[src/rtl/rxring_pkg.sv]
package rxring_pkg;

    localparam int IDX_W = 11;

    typedef logic [IDX_W-1:0] ring_idx_t;

    typedef enum logic [1:0] {
        SEL_BASE = 2'd0,
        SEL_PTRS = 2'd1,
        SEL_CTRL = 2'd2
    } reg_sel_e;

    typedef struct packed {
        logic req;
        logic frame_start;
        logic frame_good;
        logic frame_bad;
    } dma_evt_t;

    typedef struct packed {
        logic      wr;
        ring_idx_t val;
    } cons_load_t;

    // Next ring position with wrap at the ring length
    function automatic ring_idx_t idx_next(ring_idx_t i, int unsigned len);
        return (i == ring_idx_t'(len - 1)) ? '0 : ring_idx_t'(i + 1'b1);
    endfunction

    // Pointer word layout: consumer 26:16, producer 10:0, rest zero
    function automatic logic [31:0] ptr_word(ring_idx_t cons, ring_idx_t prod);
        return {5'b0, cons, 5'b0, prod};
    endfunction

endpackage

[src/rtl/rxring_regs.sv]
module rxring_regs
    import rxring_pkg::*;
(
    input  logic        clk,
    input  logic        rst,
    input  logic        host_we,
    input  logic [1:0]  host_sel,
    input  logic [31:0] host_wdata,
    input  ring_idx_t   cons_idx,
    output logic [23:0] base_hi,
    output ring_idx_t   prod_idx,
    output logic        cons_we_en,
    output cons_load_t  cons_load,
    output logic [31:0] host_rdata
);

    reg_sel_e sel;
    assign sel = reg_sel_e'(host_sel);

    always_ff @(posedge clk) begin
        if (rst) begin
            base_hi    <= '0;
            prod_idx   <= '0;
            cons_we_en <= 1'b0;
        end else if (host_we) begin
            case (sel)
                SEL_BASE: base_hi    <= host_wdata[31:8];
                SEL_PTRS: prod_idx   <= host_wdata[10:0];
                SEL_CTRL: cons_we_en <= host_wdata[0];
                default: ;
            endcase
        end
    end

    always_comb begin
        cons_load.wr  = host_we && (sel == SEL_PTRS) && cons_we_en;
        cons_load.val = host_wdata[26:16];
    end

    always_comb begin
        case (sel)
            SEL_BASE: host_rdata = {base_hi, 8'h00};
            SEL_PTRS: host_rdata = ptr_word(cons_idx, prod_idx);
            SEL_CTRL: host_rdata = {31'b0, cons_we_en};
            default:  host_rdata = '0;
        endcase
    end

    // low byte of the base register never reads non-zero
    assert_base_aligned_R2: assert property (@(posedge clk) disable iff (rst)
        (sel == SEL_BASE) |-> (host_rdata[7:0] == 8'h00));

    // reserved pointer bits read zero
    assert_ptr_reserved_R3: assert property (@(posedge clk) disable iff (rst)
        (sel == SEL_PTRS) |-> (host_rdata[31:27] == 5'b0 && host_rdata[15:11] == 5'b0));

    // producer written by host appears next cycle
    assert_prod_load_R3: assert property (@(posedge clk) disable iff (rst)
        (host_we && sel == SEL_PTRS) |=> (prod_idx == $past(host_wdata[10:0])));

endmodule

[src/rtl/rxring_consumer.sv]
module rxring_consumer
    import rxring_pkg::*;
#(
    parameter int unsigned RING_LEN = 16
) (
    input  logic       clk,
    input  logic       rst,
    input  dma_evt_t   evt,
    input  ring_idx_t  prod_idx,
    input  cons_load_t cons_load,
    output ring_idx_t  cons_idx,
    output logic       grant,
    output logic       rollback
);

    ring_idx_t snap_q;
    logic      frame_open_q;
    logic      empty;

    assign empty    = (cons_idx == prod_idx);
    assign rollback = evt.frame_bad && frame_open_q;
    assign grant    = evt.req && !empty && !rollback && !cons_load.wr;

    always_ff @(posedge clk) begin
        if (rst) begin
            snap_q       <= '0;
            frame_open_q <= 1'b0;
        end else if (evt.frame_start) begin
            snap_q       <= cons_idx;
            frame_open_q <= 1'b1;
        end else if (evt.frame_good || rollback) begin
            frame_open_q <= 1'b0;
        end
    end

    always_ff @(posedge clk) begin
        if (rst) begin
            cons_idx <= '0;
        end else if (rollback) begin
            cons_idx <= snap_q;
        end else if (cons_load.wr) begin
            cons_idx <= cons_load.val;
        end else if (grant) begin
            cons_idx <= idx_next(cons_idx, RING_LEN);
        end
    end

    // no grant out of an empty ring
    assert_grant_nonempty_R5: assert property (@(posedge clk) disable iff (rst)
        grant |-> (cons_idx != prod_idx));

    // a grant moves the consumer by exactly one ring step
    assert_advance_R6: assert property (@(posedge clk) disable iff (rst)
        grant |=> (cons_idx == idx_next($past(cons_idx), RING_LEN)));

    // idle cycles leave the consumer alone
    assert_hold_R6: assert property (@(posedge clk) disable iff (rst)
        (!evt.req && !evt.frame_bad && !cons_load.wr) |=> $stable(cons_idx));

    // a bad frame brings back the recorded index
    assert_rollback_R8: assert property (@(posedge clk) disable iff (rst)
        rollback |=> (cons_idx == $past(snap_q)));

    // no grant while a higher-priority update happens
    assert_priority_R10: assert property (@(posedge clk) disable iff (rst)
        (rollback || cons_load.wr) |-> !grant);

endmodule

[src/rtl/rxring_addr.sv]
module rxring_addr
    import rxring_pkg::*;
#(
    parameter int unsigned DESC_BYTES = 16
) (
    input  logic [23:0] base_hi,
    input  ring_idx_t   cons_idx,
    output logic [31:0] fetch_addr
);

    localparam bit          IS_POW2 = (DESC_BYTES & (DESC_BYTES - 1)) == 0;
    localparam int unsigned SHIFT   = $clog2(DESC_BYTES);

    logic [31:0] offset;

    generate
        if (IS_POW2) begin : g_shift
            assign offset = 32'(cons_idx) << SHIFT;
        end else begin : g_mult
            assign offset = 32'(cons_idx) * 32'(DESC_BYTES);
        end
    endgenerate

    assign fetch_addr = {base_hi, 8'h00} + offset;

endmodule

[src/rtl/rxring_ptr_unit.sv]
module rxring_ptr_unit
    import rxring_pkg::*;
#(
    parameter int unsigned RING_LEN   = 16,
    parameter int unsigned DESC_BYTES = 16
) (
    input  logic        clk,
    input  logic        rst,
    input  logic        host_we,
    input  logic [1:0]  host_sel,
    input  logic [31:0] host_wdata,
    output logic [31:0] host_rdata,
    input  logic        desc_req,
    output logic        desc_grant,
    output logic [31:0] desc_addr,
    input  logic        frame_start,
    input  logic        frame_good,
    input  logic        frame_bad
);

    logic [23:0] base_hi;
    ring_idx_t   prod_idx;
    ring_idx_t   cons_idx;
    logic        cons_we_en;
    logic        rollback;
    cons_load_t  cons_load;
    dma_evt_t    evt;

    assign evt = '{req: desc_req, frame_start: frame_start,
                   frame_good: frame_good, frame_bad: frame_bad};

    rxring_regs u_regs (
        .clk        (clk),
        .rst        (rst),
        .host_we    (host_we),
        .host_sel   (host_sel),
        .host_wdata (host_wdata),
        .cons_idx   (cons_idx),
        .base_hi    (base_hi),
        .prod_idx   (prod_idx),
        .cons_we_en (cons_we_en),
        .cons_load  (cons_load),
        .host_rdata (host_rdata)
    );

    rxring_consumer #(.RING_LEN(RING_LEN)) u_cons (
        .clk       (clk),
        .rst       (rst),
        .evt       (evt),
        .prod_idx  (prod_idx),
        .cons_load (cons_load),
        .cons_idx  (cons_idx),
        .grant     (desc_grant),
        .rollback  (rollback)
    );

    rxring_addr #(.DESC_BYTES(DESC_BYTES)) u_addr (
        .base_hi    (base_hi),
        .cons_idx   (cons_idx),
        .fetch_addr (desc_addr)
    );

    // a pointer write with the enable clear leaves the consumer alone
    assert_cons_blocked_R4: assert property (@(posedge clk) disable iff (rst)
        (host_we && host_sel == 2'd1 && !cons_we_en && !desc_grant && !rollback)
            |=> $stable(cons_idx));

    // fetch address lies on or above the ring base
    assert_addr_above_base_R7: assert property (@(posedge clk) disable iff (rst)
        desc_grant |-> (desc_addr >= {base_hi, 8'h00}));

endmodule

[config.mk]
export PLATFORM = sky130hd
export DESIGN_NAME = rxring_ptr_unit
export DESIGN_NICKNAME = d
export VERILOG_FILES = /design/src/rtl/rxring_pkg.sv /design/src/rtl/rxring_regs.sv /design/src/rtl/rxring_consumer.sv /design/src/rtl/rxring_addr.sv /design/src/rtl/rxring_ptr_unit.sv
export SDC_FILE = /design/constraint.sdc
export NUM_CORES = 1
export LEC_CHECK = 0
export BUFFER_PORTS_ARGS = -buffer_cell sky130_fd_sc_hd__buf_2
export CORE_UTILIZATION = 53
export DETAILED_ROUTE_END_ITERATION = 10
export PLACE_DENSITY = 0.81
export SYNTH_ARGS = -nofsm -noshare
export SYNTH_HDL_FRONTEND = slang
export SYNTH_SLANG_ARGS = --single-unit
[constraint.sdc]
create_clock -name clk -period 3.05 [get_ports clk]
set_clock_uncertainty 0.2 [all_clocks]
set_input_delay 0.915 -clock clk [delete_from_list [all_inputs] [get_ports clk]]
set_output_delay 0.915 -clock clk [all_outputs]
set_load 0.01 [all_outputs]
# After elaboration in Yosys (flattened, before gate mapping)
# Index checks and enable logic that the tools add are counted.
dict set report op_classes {
  n_reduce_logical 16
  multipliers 0
  div_mod_pow 0
  n_addsub 2
  eq_ne 4
  n_shift 0
  bitwise 0
  n_lt_le_gt_ge 0
  n_mux 7
}
# op n
set op_table {}
lappend op_table {{32-bit case mux with 3 select lines} 1}
lappend op_table {{11-bit 2-to-1 mux} 4}
lappend op_table {{32-bit by 15-bit adder with 32-bit output} 1}
lappend op_table {{11-bit by 1-bit adder with 11-bit output, second input constant} 1}
lappend op_table {{11-bit equality test} 1}
lappend op_table {{11-bit by 4-bit equality test with 1-bit output, second input constant} 1}
lappend op_table {{1-bit logical AND} 6}
lappend op_table {{2-bit AND reduction} 3}
lappend op_table {{1-bit zero test} 3}
lappend op_table {{3-bit nonzero test} 1}
lappend op_table {{2-bit by 1-bit equality test with 1-bit output, second input constant} 1}
lappend op_table {{2-bit equality test, second input constant} 1}
lappend op_table {{2-bit zero test} 1}
lappend op_table {{1-bit 2-to-1 mux} 2}
lappend op_table {{2-bit nonzero test} 1}
lappend op_table {{1-bit logical OR} 1}
dict set report word_totals {
  in_bits 41
  rom_bits 0
  mem_bits_rw 0
  memories 0
  out_inout_bits 65
  word_cells 35
  ff_bits 59
  latchBits 0
}

# Logic depth before layout (Yosys ltp)
# Gate-level depths: netlist of run 1.
dict set report depth {
  word_depth 8
  ltp_mapped 8
}

# By module
# Synthesis of run 1 repeated with hierarchy kept, for this count alone.
dict set report unflattened {
  hier_cells 471
  area_unflattened_um2 4255.3
}
# module n_inst seq_area_each_um2 cells_each area_per_inst_um2
set modules_own_cells {}
lappend modules_own_cells {rxring_regs 1 720.7 220 2088.3}
lappend modules_own_cells {rxring_consumer 1 460.4 164 1472.7}
lappend modules_own_cells {rxring_addr 1 0.0 87 694.4}

# Worst setup path after synthesis of run 1
# OpenSTA, ideal clock, no wires.
dict set report synth_path {
  path_type {register to output}
  start {reg u_regs.base_hi[0]}
  end {out desc_addr[30]}
  path_slack_ns 0.123
  stages_incl_launch_ff 8
  required_ns 1.935
  path_buffers 0
  t_arrival_ns 1.812
  path_cell_list {dfxtp_1 > ha_1 > fa_1 > a21o_1 > a21oi_1 > o21ai_1 > nand4b_1 > xnor2_1}
}
dict set report synth_via {
  elab_chain_cells 1
}
# element line_no
set synth_rtl {}
lappend synth_rtl {{start: declaration} rxring_regs.sv:10} ;# output logic [23:0] base_hi,
lappend synth_rtl {{start signal: assignment} rxring_regs.sv:27} ;# SEL_BASE: base_hi <= host_wdata[31:8];
lappend synth_rtl {{32-bit by 15-bit adder with 32-bit output} rxring_addr.sv:24} ;# assign fetch_addr = {base_hi, 8'h00} + offset;
lappend synth_rtl {{end: declaration} rxring_ptr_unit.sv:15} ;# output logic [31:0] desc_addr,
# No other way between the ends.

# Worst setup path in the final report of run 1
dict set report layout_path {
  start {reg u_regs.base_hi[1]}
  end {out desc_addr[19]}
}
# The elaborated chain is that of the path after synthesis.

==> flow_metrics.py, run 1 <==
metrics = {
    "outcome": {
        "status": "finished with violations",
        "failed_checks": "negative setup slack",
    },
    "sta": {
        "finalSetupViolCount": 20,
        "hold_viol": 0,
        "worst_pin_slew_ns": 0.553,
        "whs_ns": 0.280,
        "rsz0062_at_grt": "yes",
        "slew_headroom": 0.631,
        "max_freq_ghz": 0.295,
        "slew_viol_final": 0,
        "period_share": 1.11,
        "fin_ws_ns": -0.337,
        "period_minus_slack_ns": 3.39,
    },
    "grt": {
        "first_global_vias": 3559,
        "grt_overflow": 0,
        "antenna_found_initial": 0,
        "grtUsageTotal": 0.297,
        "grt_max_degree": 30,
        "grt_pass1_wl_um": 17000,
    },
    "clocking": {
        "clk_latency_ns": 0.34,
        "cts_root_buf": "clkbuf_8",
        "cts_buffer_depth": 2,
        "cts_tree": "built",
        "h-tree-depth": 3,
        "cts_hold_repair.buffers": 0,
        "clkTransAtPathRegs_ns": 0.06,
        "clock-sinks": 59,
        "cts_buffers": 9,
    },
    "routing": {
        "drt_iter0_drc": 261,
        "drt_pass1_iterations": 5,
        "wire_per_inst_um": 16.5,
        "drt-total-wl_um": 11200,
        "vias": 3876,
        "drc": 0,
        "ant_nets": 0,
        "routed_via_density": 5.70,
    },
    "finish": {
        "areaGrowthSynthToFinish_pct": 29.3,
        "drive_gt1_frac": 0.354,
        "layout.cells.non_filler": 680,
        "post-route-cell-area_mm2": 0.00486,
        "final_util": 0.712,
        "diodes": 0,
        "fillCellCount": 543,
        "fin_nets": 629,
    },
    "power": {
        "ir_worst_vdd_v": 0.000312,
        "p_leak_nw": 2.18,
        "pwr-share-comb": 0.247,
        "power.internal_w": 0.00136,
        "power_frac_seq": 0.432,
        "switching_share": 0.311,
        "power.share.clock": 0.321,
        "power.density_mw_per_mm2": 406,
        "power.switching_w": 0.000614,
    },
    "synthesis": {
        "yosys-top-cells-count": "71 x nand2_1, 59 x dfxtp_1, 46 x nor2_1",
        "yosys.area.top_type": "dfxtp_1",
        "synthMostInstantiatedCell": "nand2_1",
        "synth_edf_count": 0,
        "yosys_warnings": 0,
        "synthFlopType": "dfxtp_1",
        "syn_avg_cell_area_um2": 8.11,
        "mappedNetlistArea_mm2": 0.00376,
        "synth_cell_types": 47,
        "synth.yosys.seq_area_share": 0.314,
        "synth.top_cells.by_area": "dfxtp_1 31%, nand2_1 7.1%, mux2i_1 6.9%",
        "ys_async_sr_fraction": 0,
        "synth_seq_cells": 59,
        "synth_top_area_frac": 0.314,
        "synthCells": 464,
    },
    "placement": {
        "place_area_mm2": 0.00439,
        "gp_congestion": 0.896,
        "place_hpwl_um": 7650,
        "place_inst": 653,
        "numPortBuffers": 101,
    },
    "critical_path": {
        "crit_required_ns": 1.93,
        "reg2regPathDepth": 7,
        "crit_type": "reg2out",
        "cp-end-kind": "output pin",
        "cp_max_fo": 4,
        "setup.worst_path.start_class": "flop",
        "cp.arrival_ns": 2.27,
    },
    "die": {
        "rows": 30,
        "core-area_mm2": 0.00683,
        "dieArea_mm2": 0.00744,
        "die_width_um": 86.3,
        "io_pins": 106,
        "start_util": 0.551,
        "die_y_um": 86.3,
    },
    "flow_run": {
        "maxCapViolCount": 0,
    },
    "hold_path": {
        "hold_path_depth": 2,
        "hp-class": "reg2reg",
    },
}
-- cell families (layout without fill, tap and decap cells) --
group	Yosys count	in the layout	synth area share
AO/OA/AOI/OAI	75	76	0.147
XOR/XNOR	42	42	0.106
adder cells (fa/ha/maj)	9	9	0.0319
buffers and inverters	49	165	0.0775
flip-flops	59	59	0.314
multiplexers	26	26	0.0691
other	1	4	0.000996
AND/OR/NAND/NOR	203	203	0.254
-- what timing repair did --
action / in CTS / in global routing
gates cloned: 1 / 0
setup endpoints to repair: 19 / 20
setup buffers: 7 / 4
resized for setup: 26 / 18
pin swaps: 27 / 16
-- registers in the layout, summed over array words and instances (netlist names) --
name,count
u_cons.frame_open_q,1
u_cons.cons_idx,11
u_regs.base_hi,24
u_cons.snap_q,11
u_regs.cons_we_en,1
u_regs.prod_idx,11
-- final timing paths --
kind | start | endpoint | slack (ns)
worst min register to register | u_regs.cons_we_en | u_regs.cons_we_en | 0.28
worst min-delay path | u_regs.cons_we_en | u_regs.cons_we_en | 0.28
worst max-delay path | u_regs.base_hi[1] | desc_addr[19] | -0.34
worst max register to register | u_cons.cons_idx[0] | u_cons.cons_idx[4] | 0.78
-- layer usage --
metal  part of all wire  GRT usage
met4              0.034      0.159
met5                  0          0
met3              0.060     0.0438
met2               0.50      0.512
met1               0.41      0.356
-- power groups by stage --
stage | registers [W] | clock network [W] | logic [W]
CTS | 0.000851 | 0.000640 | 0.000468
detailed placement | 0.000866 | 0 | 0.000454
global route | 0.000856 | 0.000679 | 0.000525
finish | 0.000853 | 0.000635 | 0.000488
floorplan | 0.000855 | 0 | 0.000331
global placement | 0.000864 | 0 | 0.000446
-- critical path, stage by stage (launching register included) --
cell and delay, ns:
dfxtp_4 0.35, ha_4 0.25, a21oi_4 0.13, o211ai_1 0.14
buf_4 0.17, o41a_1 0.47, nand2_1 0.13, xnor2_1 0.13
buf_2 0.16
-- cell type report --
class	count	area, um^2	area share
Timing Repair Buffer	144	841	0.173
Tap cell	96	120	0.0247
Multi-Input combinational cell	360	2510	0.516
Clock buffer	14	163	0.0334
Clock inverter	2	10.0	0.00206
Sequential cell	59	1200	0.247
Inverter	5	18.8	0.00386
-- through the flow --
stage	power [W]	setup WS, ns	setup TNS, ns
4_1_cts	0.00196	-0.276	-3.49
3_5_place_dp	0.00132	-0.0219	-0.0619
3_3_place_gp	0.00131	-0.00421	-0.00421
5_1_grt	0.00206	-0.375	-5.49
6_report	0.00198	-0.337	-4.36
2_1_floorplan	0.00119	0.123	0
-- cells in the final DEF, fill, tap and decap left out, types with 2 or more instances in the layout --
master,n
nand4_1,5
a21oi_2,2
a21oi_1,39
dfxtp_4,3
xnor2_2,8
nand2_1,71
xor2_1,9
a22o_1,4
a221oi_1,5
conb_1,4
buf_2,101
and2_1,20
clkinv_2,2
a221o_1,5
nor2b_1,2
xnor2_1,25
o21bai_1,2
and3_1,6
o41a_1,3
clkbuf_1,3
ha_4,5
nor2_1,45
nand3_2,14
buf_4,42
nand2b_1,5
nor3_1,8
nand3_1,20
a32o_1,5
dfxtp_2,6
mux2i_1,26
ha_1,3
dfxtp_1,50
inv_1,5
clkbuf_8,11
No activity file was read; power rests on OpenSTA's default activity.
==> inputs of run 2 (changes only) <==
--- a/config.mk
+++ b/config.mk
@@ -5,6 +5,7 @@
 export SDC_FILE = /design/constraint.sdc
 export NUM_CORES = 1
 export LEC_CHECK = 0
+export ABC_AREA = 1
 export BUFFER_PORTS_ARGS = -buffer_cell sky130_fd_sc_hd__buf_2
 export CORE_UTILIZATION = 53
 export DETAILED_ROUTE_END_ITERATION = 10
==> flow_metrics.py, run 2 <==
metrics = {
    "outcome": {
        "status": "finished with violations",
        "failed_checks": "negative setup slack",
    },
    "critical_path": {
        "rr_endpoint": "u_cons.cons_idx[9]",
        "cpMostUsedCell": "inv_1",
        "reg2reg_slack_ns": 1.04,
        "r2r_start": "u_cons.cons_idx[6]",
        "cp_max_fo": 5,
        "crit_type": "reg2out",
        "cp-end-kind": "output pin",
        "crit_required_ns": 1.93,
        "setup.worst_path.start_class": "flop",
        "reg2regPathDepth": 12,
        "cp.arrival_ns": 2.02,
        "critical-path-slowest-cell": "dfxtp_1",
        "crit_chain": "ha_4 > inv_1 > o21ai_2 > nand2_2 > nand3_4 > nand2_4 > nor2_2 > xor2_1 > inv_1 > buf_2",
        "slowest_delay_ns": 0.34,
    },
    "finish": {
        "areaGrowthSynthToFinish_pct": 26.3,
        "layout_commonest_cell": "buf_2",
        "fin_nets": 752,
        "final_cell_mix": "101 x buf_2, 99 x nand2_1, 76 x nor2_1, 71 x inv_1, 68 x a21oi_1",
        "layout.cells.non_filler": 802,
        "diodes": 0,
        "post-route-cell-area_mm2": 0.00474,
        "largest-register": "u_regs.base_hi",
        "drive_gt1_frac": 0.268,
        "final_util": 0.694,
        "largest_reg_flops": 24,
    },
    "synthesis": {
        "synthMostInstantiatedCell": "nand2_1",
        "syn_avg_cell_area_um2": 6.35,
        "synth_cell_types": 32,
        "synth_edf_count": 0,
        "yosys_warnings": 0,
        "yosys.area.top_type": "dfxtp_1",
        "yosys-top-cells-count": "106 x nand2_1, 79 x nor2_1, 73 x inv_1",
        "synthCells": 591,
        "synth.yosys.seq_area_share": 0.315,
        "synth.top_cells.by_area": "dfxtp_1 31%, nand2_1 11%, a21oi_1 9.2%",
        "synthFlopType": "dfxtp_1",
        "synth_top_area_frac": 0.315,
        "ys_async_sr_fraction": 0,
        "synth_seq_cells": 59,
        "mappedNetlistArea_mm2": 0.00375,
    },
    "clocking": {
        "cts_root_buf": "clkbuf_8",
        "clk_latency_ns": 0.34,
        "cts_tree": "built",
        "cts_buffers": 9,
        "cts_buffer_depth": 2,
        "h-tree-depth": 3,
        "cts_hold_repair.buffers": 0,
        "clock-sinks": 59,
        "clkTransAtPathRegs_ns": 0.07,
    },
    "grt": {
        "antenna_found_initial": 0,
        "grt_max_degree": 59,
        "grt_pass1_wl_um": 18200,
        "first_global_vias": 3818,
        "grtUsageTotal": 0.317,
        "grt_overflow": 0,
    },
    "placement": {
        "place_inst": 776,
        "gp_congestion": 0.945,
        "numPortBuffers": 101,
        "place_hpwl_um": 8250,
        "place_area_mm2": 0.00435,
    },
    "sta": {
        "rsz0062_at_grt": "yes",
        "max_freq_ghz": 0.319,
        "period_minus_slack_ns": 3.14,
        "finalSetupViolCount": 12,
        "hold_viol": 0,
        "period_share": 1.03,
        "fin_ws_ns": -0.0871,
        "slew_headroom": 0.614,
        "worst_pin_slew_ns": 0.578,
        "slew_viol_final": 0,
        "whs_ns": 0.279,
    },
    "die": {
        "die_width_um": 86.1,
        "start_util": 0.549,
        "core-area_mm2": 0.00683,
        "io_pins": 106,
        "die_y_um": 86.1,
        "dieArea_mm2": 0.00742,
        "rows": 30,
    },
    "hold_path": {
        "hold_path_depth": 2,
        "hp-class": "reg2reg",
        "hp-start": "u_cons.frame_open_q",
        "hold_path_end": "u_cons.frame_open_q",
    },
    "routing": {
        "drt-total-wl_um": 11600,
        "vias": 4304,
        "routed_via_density": 5.37,
        "drc": 0,
        "drt_pass1_iterations": 5,
        "wire_per_inst_um": 14.4,
        "ant_nets": 0,
        "drt_iter0_drc": 260,
    },
    "power": {
        "ir_worst_vdd_v": 0.000326,
        "p_leak_nw": 2.38,
        "power.density_mw_per_mm2": 420,
    },
    "flow_run": {
        "maxCapViolCount": 0,
    },
}
-- run 2: cell families (layout without fill, tap and decap cells) --
family / count (synthesis) / in the layout / synth area share
AOI/OAI and AO/OA: 140 / 140 / 0.190
and+or+nand+nor: 245 / 245 / 0.277
DFF: 59 / 59 / 0.315
buffers and inverters: 112 / 224 / 0.127
xor gates and xnor gates: 25 / 25 / 0.0584
other: 1 / 4 / 0.000999
adders and majority gates: 9 / 9 / 0.0320
-- run 2: how the worst max path moves through the flow --
| stage | depth (start not counted) | end | start | slack [ns] |
|---|---|---|---|---|
| 2_1_floorplan | 4 | host_rdata[11] | host_sel[0] | 0.17 |
| 3_3_place_gp | 11 | desc_addr[28] | u_regs.base_hi[0] | 0.10 |
| 3_5_place_dp | 11 | desc_addr[28] | u_regs.base_hi[0] | 0.03 |
| 4_1_cts | 11 | desc_addr[28] | u_cons.cons_idx[4] | -0.1 |
| 5_1_grt | 10 | desc_addr[26] | u_regs.base_hi[5] | -0.20 |
| 6_report | 10 | desc_addr[26] | u_regs.base_hi[5] | -0.09 |
-- run 2: where the power goes --
group | switching (W) | leakage [nW] | internal (W)
logic | 0.000303 | 1.81 | 0.000198
clock network | 0.000305 | 0.0860 | 0.000309
registers | 0.0000530 | 0.488 | 0.000824
total | 0.000661 | 2.38 | 0.00133
-- run 2: critical path: cells and delay by family (launching register included) --
kind                     cells  cell delay (ns)
XOR/XNOR                     1             0.15
adder cells (fa/ha/maj)      1             0.30
AO/OA/AOI/OAI                1             0.23
flip-flops                   1             0.34
AND/OR/NAND/NOR              4             0.39
buffers and inverters        3             0.26
-- run 2: per-layer routing --
metal / vias to the layer above / track usage / share of wire
met5: - / 0 / 0
met4: 0 / 0.120 / 0.028
met3: 34 / 0.0587 / 0.074
met2: 199 / 0.543 / 0.47
met1: 1961 / 0.395 / 0.42
li1: 2110 / - / -
-- run 2: final cells by class --
cell class / instances / area [um^2]
clock buffers: 12 / 145
repair buffers: 130 / 723
flip-flops and latches: 59 / 1190
fillers: 621 / 2090
inverters: 79 / 297
clock inverters: 3 / 15.0
multi-input cells: 423 / 2250
well taps: 96 / 120
-- run 2: repair_timing --
item | CTS | global route
pin swaps | 13 | 9
resized for setup | 28 | 8
setup endpoints to repair | 16 | 18
setup buffers | 6 | 5
-- run 2: metrics by stage --
step	worst slack, ns	TNS (ns)	power (W)
3_3_place_gp	0.104	0	0.00134
4_1_cts	-0.0973	-0.406	0.00197
5_1_grt	-0.203	-1.71	0.00209
3_5_place_dp	0.0272	0	0.00135
6_report	-0.0871	-0.433	0.00199
2_1_floorplan	0.172	0	0.00119
